==> config.mk <==
export PLATFORM = sky130hd
export DESIGN_NAME = gcrst_detector
export DESIGN_NICKNAME = d
export VERILOG_FILES = /design/src/rtl/gcrst_pkg.sv /design/src/rtl/gcrst_fsm.sv /design/src/rtl/gcrst_ackbuf.sv /design/src/rtl/gcrst_pulse.sv /design/src/rtl/gcrst_detector.sv
export SDC_FILE = /design/constraint.sdc
export NUM_CORES = 1
export LEC_CHECK = 0
export BUFFER_PORTS_ARGS = -buffer_cell sky130_fd_sc_hd__buf_2
export CORE_AREA = 4 4 41 43
export CTS_BUF_LIST = sky130_fd_sc_hd__clkbuf_8
export CTS_CLUSTER_SIZE = 10
export DETAILED_ROUTE_END_ITERATION = 10
export DIE_AREA = 0 0 45 47
export GPL_TIMING_DRIVEN = 0
export SETUP_SLACK_MARGIN = 0.15
export SLEW_MARGIN = 10
export SYNTH_ARGS = -nofsm -noshare
export SYNTH_HDL_FRONTEND = slang
export SYNTH_SLANG_ARGS = --single-unit
==> constraint.sdc <==
create_clock -name clk -period 1.2 [get_ports clk]
set_input_delay 0.06 -clock clk [delete_from_list [all_inputs] [get_ports clk]]
set_output_delay 0.06 -clock clk [all_outputs]
set_load 0.005 [all_outputs]
==> src/rtl/gcrst_pkg.sv <==
package gcrst_pkg;
  typedef enum logic [1:0] {
    GC_HUNT  = 2'd0,
    GC_ADDR  = 2'd1,
    GC_CMD   = 2'd2,
    GC_ARMED = 2'd3
  } gc_state_e;
endpackage

==> src/rtl/gcrst_fsm.sv <==
module gcrst_fsm
  import gcrst_pkg::*;
#(
  parameter int BYTE_W = 8,
  parameter logic [BYTE_W-1:0] GC_WORD  = '0,
  parameter logic [BYTE_W-1:0] RST_CODE = BYTE_W'(6)
) (
  input  logic              clk,
  input  logic              rst_n,
  input  logic              ev_start,
  input  logic              ev_stop,
  input  logic              take,
  input  logic [BYTE_W-1:0] data,
  output logic              byte_ok,
  output logic              fire
);
  gc_state_e state_q, state_d;

  // Acknowledge decision for the byte currently offered
  always_comb begin
    unique case (state_q)
      GC_ADDR: byte_ok = (data == GC_WORD);
      GC_CMD:  byte_ok = (data == RST_CODE);
      default: byte_ok = 1'b0;
    endcase
  end

  // Reset request: STOP straight after an acknowledged command
  assign fire = ev_stop && (state_q == GC_ARMED);

  always_comb begin
    state_d = state_q;
    if (ev_stop) begin
      state_d = GC_HUNT;
    end else if (ev_start) begin
      state_d = GC_ADDR;
    end else if (take) begin
      unique case (state_q)
        GC_ADDR: state_d = byte_ok ? GC_CMD   : GC_HUNT;
        GC_CMD:  state_d = byte_ok ? GC_ARMED : GC_HUNT;
        default: state_d = GC_HUNT;
      endcase
    end
  end

  always_ff @(posedge clk) begin
    if (!rst_n) state_q <= GC_HUNT;
    else        state_q <= state_d;
  end
endmodule

==> src/rtl/gcrst_ackbuf.sv <==
module gcrst_ackbuf (
  input  logic clk,
  input  logic rst_n,
  input  logic in_valid,
  output logic in_ready,
  input  logic in_ok,
  output logic out_valid,
  input  logic out_ready,
  output logic out_ok
);
  logic full_q, ok_q;

  assign in_ready  = !full_q || out_ready;
  assign out_valid = full_q;
  assign out_ok    = ok_q;

  always_ff @(posedge clk) begin
    if (!rst_n) begin
      full_q <= 1'b0;
      ok_q   <= 1'b0;
    end else if (in_valid && in_ready) begin
      full_q <= 1'b1;
      ok_q   <= in_ok;
    end else if (out_ready) begin
      full_q <= 1'b0;
    end
  end
endmodule

==> src/rtl/gcrst_pulse.sv <==
module gcrst_pulse (
  input  logic clk,
  input  logic rst_n,
  input  logic req,
  output logic pulse
);
  logic pulse_q;

  always_ff @(posedge clk) begin
    if (!rst_n) pulse_q <= 1'b0;
    else        pulse_q <= req;
  end

  assign pulse = pulse_q;
endmodule

==> src/rtl/gcrst_detector.sv <==
module gcrst_detector #(
  parameter int BYTE_W = 8,
  parameter logic [BYTE_W-1:0] GC_WORD  = '0,
  parameter logic [BYTE_W-1:0] RST_CODE = BYTE_W'(6)
) (
  input  logic              clk,
  input  logic              rst_n,
  input  logic              ev_start,
  input  logic              ev_stop,
  input  logic              rx_valid,
  output logic              rx_ready,
  input  logic [BYTE_W-1:0] rx_data,
  output logic              ack_valid,
  input  logic              ack_ready,
  output logic              ack_ok,
  output logic              srst_pulse
);
  logic take, byte_ok, fire;

  // A byte offered alongside a START/STOP strobe is dropped: events win
  assign take = rx_valid && rx_ready && !ev_start && !ev_stop;

  gcrst_fsm #(
    .BYTE_W(BYTE_W), .GC_WORD(GC_WORD), .RST_CODE(RST_CODE)
  ) u_fsm (
    .clk(clk), .rst_n(rst_n), .ev_start(ev_start), .ev_stop(ev_stop),
    .take(take), .data(rx_data), .byte_ok(byte_ok), .fire(fire)
  );

  gcrst_ackbuf u_ack (
    .clk(clk), .rst_n(rst_n), .in_valid(take), .in_ready(rx_ready),
    .in_ok(byte_ok), .out_valid(ack_valid), .out_ready(ack_ready),
    .out_ok(ack_ok)
  );

  gcrst_pulse u_pulse (
    .clk(clk), .rst_n(rst_n), .req(fire), .pulse(srst_pulse)
  );
endmodule

# Word level (Yosys, flattened, before mapping)
# Index checks and enable logic that the tools add are counted.
# Widths: inputs -> output; s select.
[word_totals]
inputBits = 14
register_bits = 5
elab_cells = 32
[classes]
n_reduce_logical = 14
n_bitwise = 1
n_eq_ne = 4
muxes = 8
[ops]
columns = ["cell", "count"]
rows = [
  ["$eq 8x3->1 const B", 1],
  ["$logic_not 8->1", 1],
  ["$logic_and 1x1->1", 5],
  ["$eq 2x2->1 const B", 2],
  ["$mux 1", 4],
  ["$mux 2", 2],
  ["$pmux 2 s2", 1],
  ["$reduce_bool 2->1", 2],
  ["$logic_not 1->1", 3],
  ["$reduce_or 3->1", 1],
  ["$eq 2x1->1 const B", 1],
  ["$pmux 1 s2", 1],
  ["$reduce_or 2->1", 1],
  ["$logic_or 1x1->1", 1],
  ["$not 1->1", 1],
]

# Logic depth before layout (Yosys ltp)
[logic_depth]
ltp_word = 7
depth_mapped = 5
ltp_nobuf = 5

# Modules after synthesis
# From an unflattened synthesis, not the netlist that was laid out.
[unflattened]
cells_unflattened = 32
area_unflattened_um2 = 297.8
[modules_own_cells]
columns = ["mod", "n_inst", "area_per_inst_um2", "cells_per_inst"]
rows = [
  ["gcrst_fsm", 1, 182.7, 21],
  ["gcrst_ackbuf", 1, 76.3, 8],
  ["gcrst_pulse", 1, 26.3, 2],
  ["gcrst_detector", 1, 12.5, 1],
]

# Worst setup path before layout
# OpenSTA, ideal clock, no wires.
[synth_path]
path_type = "register -> register"
start = "reg u_fsm.state_q[0]"
end = "reg u_ack.ok_q, in the netlist u_ack.out_ok"
stages_incl_launch_ff = 6
path_slack_ns = -0.089
synth_period_minus_slack_ns = 1.289
arrival_ns = 1.214
setup_time_ns = 0.075
cell_sequence = "dfxtp_1 inv_1 ha_1 nor4_2 o211ai_1 o22ai_1"
[synth_between]
elab_chain_len = 2
[synth_rtl]
columns = ["element", "line", "rtl"]
rows = [
  ["start, declared", "gcrst_fsm.sv:17", "gc_state_e state_q, state_d;"],
  ["start signal, assigned", "gcrst_fsm.sv:48", "else state_q <= state_d;"],
  ["$eq 2x2->1 or $eq 2x1->1 (tied branches)", "gcrst_fsm.sv:21", "unique case (state_q)"],
  ["$pmux 1 s2 (*)", "gcrst_fsm.sv:21", ""],
  ["end signal, assigned", "gcrst_ackbuf.sv:23", "ok_q <= in_ok;"],
  ["end, declared", "gcrst_ackbuf.sv:11", "logic full_q, ok_q;"],
]
# Every way passes the cells marked *; elsewhere a longest branch is shown, timed or not.
# A chain may end at the register's enable or synchronous reset.

# Final worst setup path
[layout_path]
start = "reg u_fsm.state_q[1]"
end = "reg u_ack.ok_q, in the netlist u_ack.out_ok"
# The elaborated chain is that of the path after synthesis.

==> key figures <==
Logic synthesis
  • Syn_area_per_cell: 9.30 sq um
  • Unique masters post-synth: 19
  • Gate Count Post-Synth: 30
  • Post-synth top area share: 35.9%
  • Synth area leaders: dfxtp_1 36%, ha_1 13%, o22ai_1 6.7%
  • YS warnings: 0
  • FF+latch count, synth: 5
  • Cell Area, Synth: 279 sq um
  • Area leader, netlist: dfxtp_1
  • Syn_nets: 47
  • Seq/Total Area, Yosys: between 30% and 40%

Min path
  • HP Class: in2reg

Route
  • Vias/cell: ~4.2
  • Final WL: 659 um
  • Avg WL per Cell: 9.98 um
  • Post-route antenna net violation count: 0
  • Via count: 280
  • DRC viols: 0
  • 1st-iter DRT viols: 3
  • Pre-Repair DR Iteration Count: 2

Clocking
  • Root buffer cell: clkbuf_8
  • Hold buffers post-CTS: 0
  • CTS tree: built
  • CTS sink cnt: 5
  • TritonCTS buffer count: 3
  • Skew-Pair Late Insertion Delay: 0.22 ns
  • CTS Buffer Depth: 2
  • Clock slew at reported path FFs: 0.04 ns
  • H-tree Lvls: 1
  • Setup Buffers After CTS: 0

STA
  • Setup slack after layout: -0.00677 ns
  • Tcrit/Tclk final: 101%
  • RSZ-0062 raised after global routing: yes
  • Slew @ Worst Pin: 0.292 ns
  • Pins Over Slew Limit: 0
  • Skew final: 0.00314 ns
  • Max Clk Rate: between 0.8 and 0.9 GHz
  • Worst slew margin: 80.5%
  • Final setup vio count: 3
  • Final Hold Fails: 0
  • Minimum clock period: 1.21 ns

Placed design
  • Pre-CTS WS: -0.00687 ns
  • Quantity of I/O buffers inserted on ports: 17
  • DP Wirelength: 524 um
  • GPL Wtd Cong: 0.790

Power and ir drop
  • Pwr Total: 517 uW
  • Worst vdd ir: between 500 and 600 uV
  • Power per cell area: between 1000 and 1500 nW/um^2
  • Leak: 0.000200 uW

Die
  • Die width: 45 um
  • DIE AREA: between 2000 and 2500 sq um
  • Core area: 1300 sq um
  • Starting density of the core: 21.4%
  • Chip Height: around 47 um
  • IO Count: 18
  • Row cnt: 13

Layout
  • Share of cells above drive strength 1: between 50% and 60%
  • Commonest non-fill, non-tap cell in the layout: buf_2
  • Antenna diodes: 0
  • P&R area growth vs syn: 63.2%
  • Most frequent cells in the layout: 17 x buf_2, 3 x o22ai_1, 3 x clkbuf_8, 3 x dfxtp_1
  • Nets: 69

GRT
  • Gr ovfl total: 0
  • Number of global-route vias before repair: 257
  • Initial antenna violation count: 0
  • Overall routing resource usage: about 7%
  • First-pass GRT wire length: 952 um
  • Largest net degree at the start of global routing: 7

Critical path
  • CP max stage cell: dfxtp_4
  • Sum of buffers and inverters on the critical path: 1
  • Crit path max-delay family: compound AO/OA/AOI/OAI gates
  • Crit path DAT: 1.30 ns
  • Worst EP required: roughly 1.3 ns
  • Delay of the slowest critical-path stage: 0.37 ns
  • Worst-path fanout max: 4
  • CP cell instances: inv_2 > ha_2 > nor3b_2 > o211ai_1 > o22ai_1
  • CP Capture Type: register
  • CP startpoint kind: register
  • WS Path Type: reg2reg

Run status
  • Failing checks: setup timing
  • Outcome: complete, but fails checks

Run
  • Max-Cap Viols: 0
[synth_stat cells (all sizes together)]
master	n
nor2b	1
o21ai	1
o211ai	1
o22ai	3
ha	3
a21boi	1
nor3b	2
nor3	1
dfxtp	5
nand4	1
and3	2
nand3	1
and2	1
nand2	2
nand3b	1
inv	2
nor4	1
nand2b	1
[logic make-up (layout without fill, tap and decap cells)]
| logic type | Yosys count | in the layout | share of synthesized area, % |
|---|---|---|---|
| adders and majority gates | 3 | 3 | 13.5 |
| buffers and inverters | 2 | 23 | 2.69 |
| AOI/OAI and AO/OA | 6 | 6 | 13.9 |
| DFF | 5 | 5 | 35.9 |
| and+or+nand+nor | 14 | 14 | 34.1 |
[stage by stage]
| step | TNS, ns | cell area, sq um | hold WS, ns | utilization, % | std cells |
|---|---|---|---|---|---|
| after floorplan | 0 | 302 | 0.213 | - | 30 |
| after global placement | -0.0339 | 405 | 0.342 | 31.2 | 62 |
| after detailed placement | -0.0143 | 405 | 0.344 | 31.2 | 62 |
| after CTS | -0.0199 | 453 | 0.112 | 34.8 | 66 |
| after global routing | -0.192 | 455 | 0.132 | 35.0 | 66 |
| final | -0.0109 | 455 | 0.119 | 35.0 | 66 |
[worst reg2reg max path, stage by stage, from the launching register on]
cell      delay, ns
dfxtp_4        0.37
inv_2          0.03
ha_2           0.14
nor3b_2        0.14
o211ai_1       0.28
o22ai_1        0.12
[flip-flops by register name (all words and copies together) (netlist names)]
name             count
u_ack.out_valid      1
u_ack.out_ok         1
u_fsm.state_q        2
u_pulse.pulse        1
[final timing paths]
path,cells after the start,slack (ns),endpoint,start
min reg2reg,2,0.48,u_ack.out_ok$_SDFFE_PN0P_,u_ack.out_ok$_SDFFE_PN0P_
max,5,-0.007,u_ack.out_ok$_SDFFE_PN0P_,u_fsm.state_q[1]$_SDFFE_PP0P_
min,2,0.12,u_pulse.pulse$_SDFF_PN0_,ev_stop
max reg2reg,5,-0.007,u_ack.out_ok$_SDFFE_PN0P_,u_fsm.state_q[1]$_SDFFE_PP0P_
[cell type report]
cell class	instances	area, sq um
clock buffer	3	41.3
clock inverter	1	3.75
fill	139	846
inverter	2	7.51
multi-input combinational	23	191
sequential	5	108
tap	15	18.8
timing repair buffer	17	85.1
[power by group]
part | switching [uW] | internal [uW] | leakage, uW | total [uW]
Sequential | 2.45 | 167 | 0.0000420 | 169
Clock | 82.0 | 219 | 0.0000269 | 301
Combinational | 20.6 | 26.2 | 0.000131 | 46.8
[routing by layer]
| layer | up-vias | wire [um] | part of all wire [%] | track usage (%) |
|---|---|---|---|---|
| met3 | 2 | 49 | 7.4 | 5.75 |
| met1 | 117 | 265 | 40 | 6.56 |
| met2 | 8 | 327 | 50 | 9.60 |
| li1 | 153 | - | - | - |
| met4 | 0 | 17 | 2.6 | 5.26 |
| met5 | - | 0 | 0 | 0 |
[repair_timing]
action                     CTS  global route
setup endpoints to repair    3             3
pin swaps                    1             0
gates resized for setup      1             1
No activity file was read; power rests on OpenSTA's default activity.
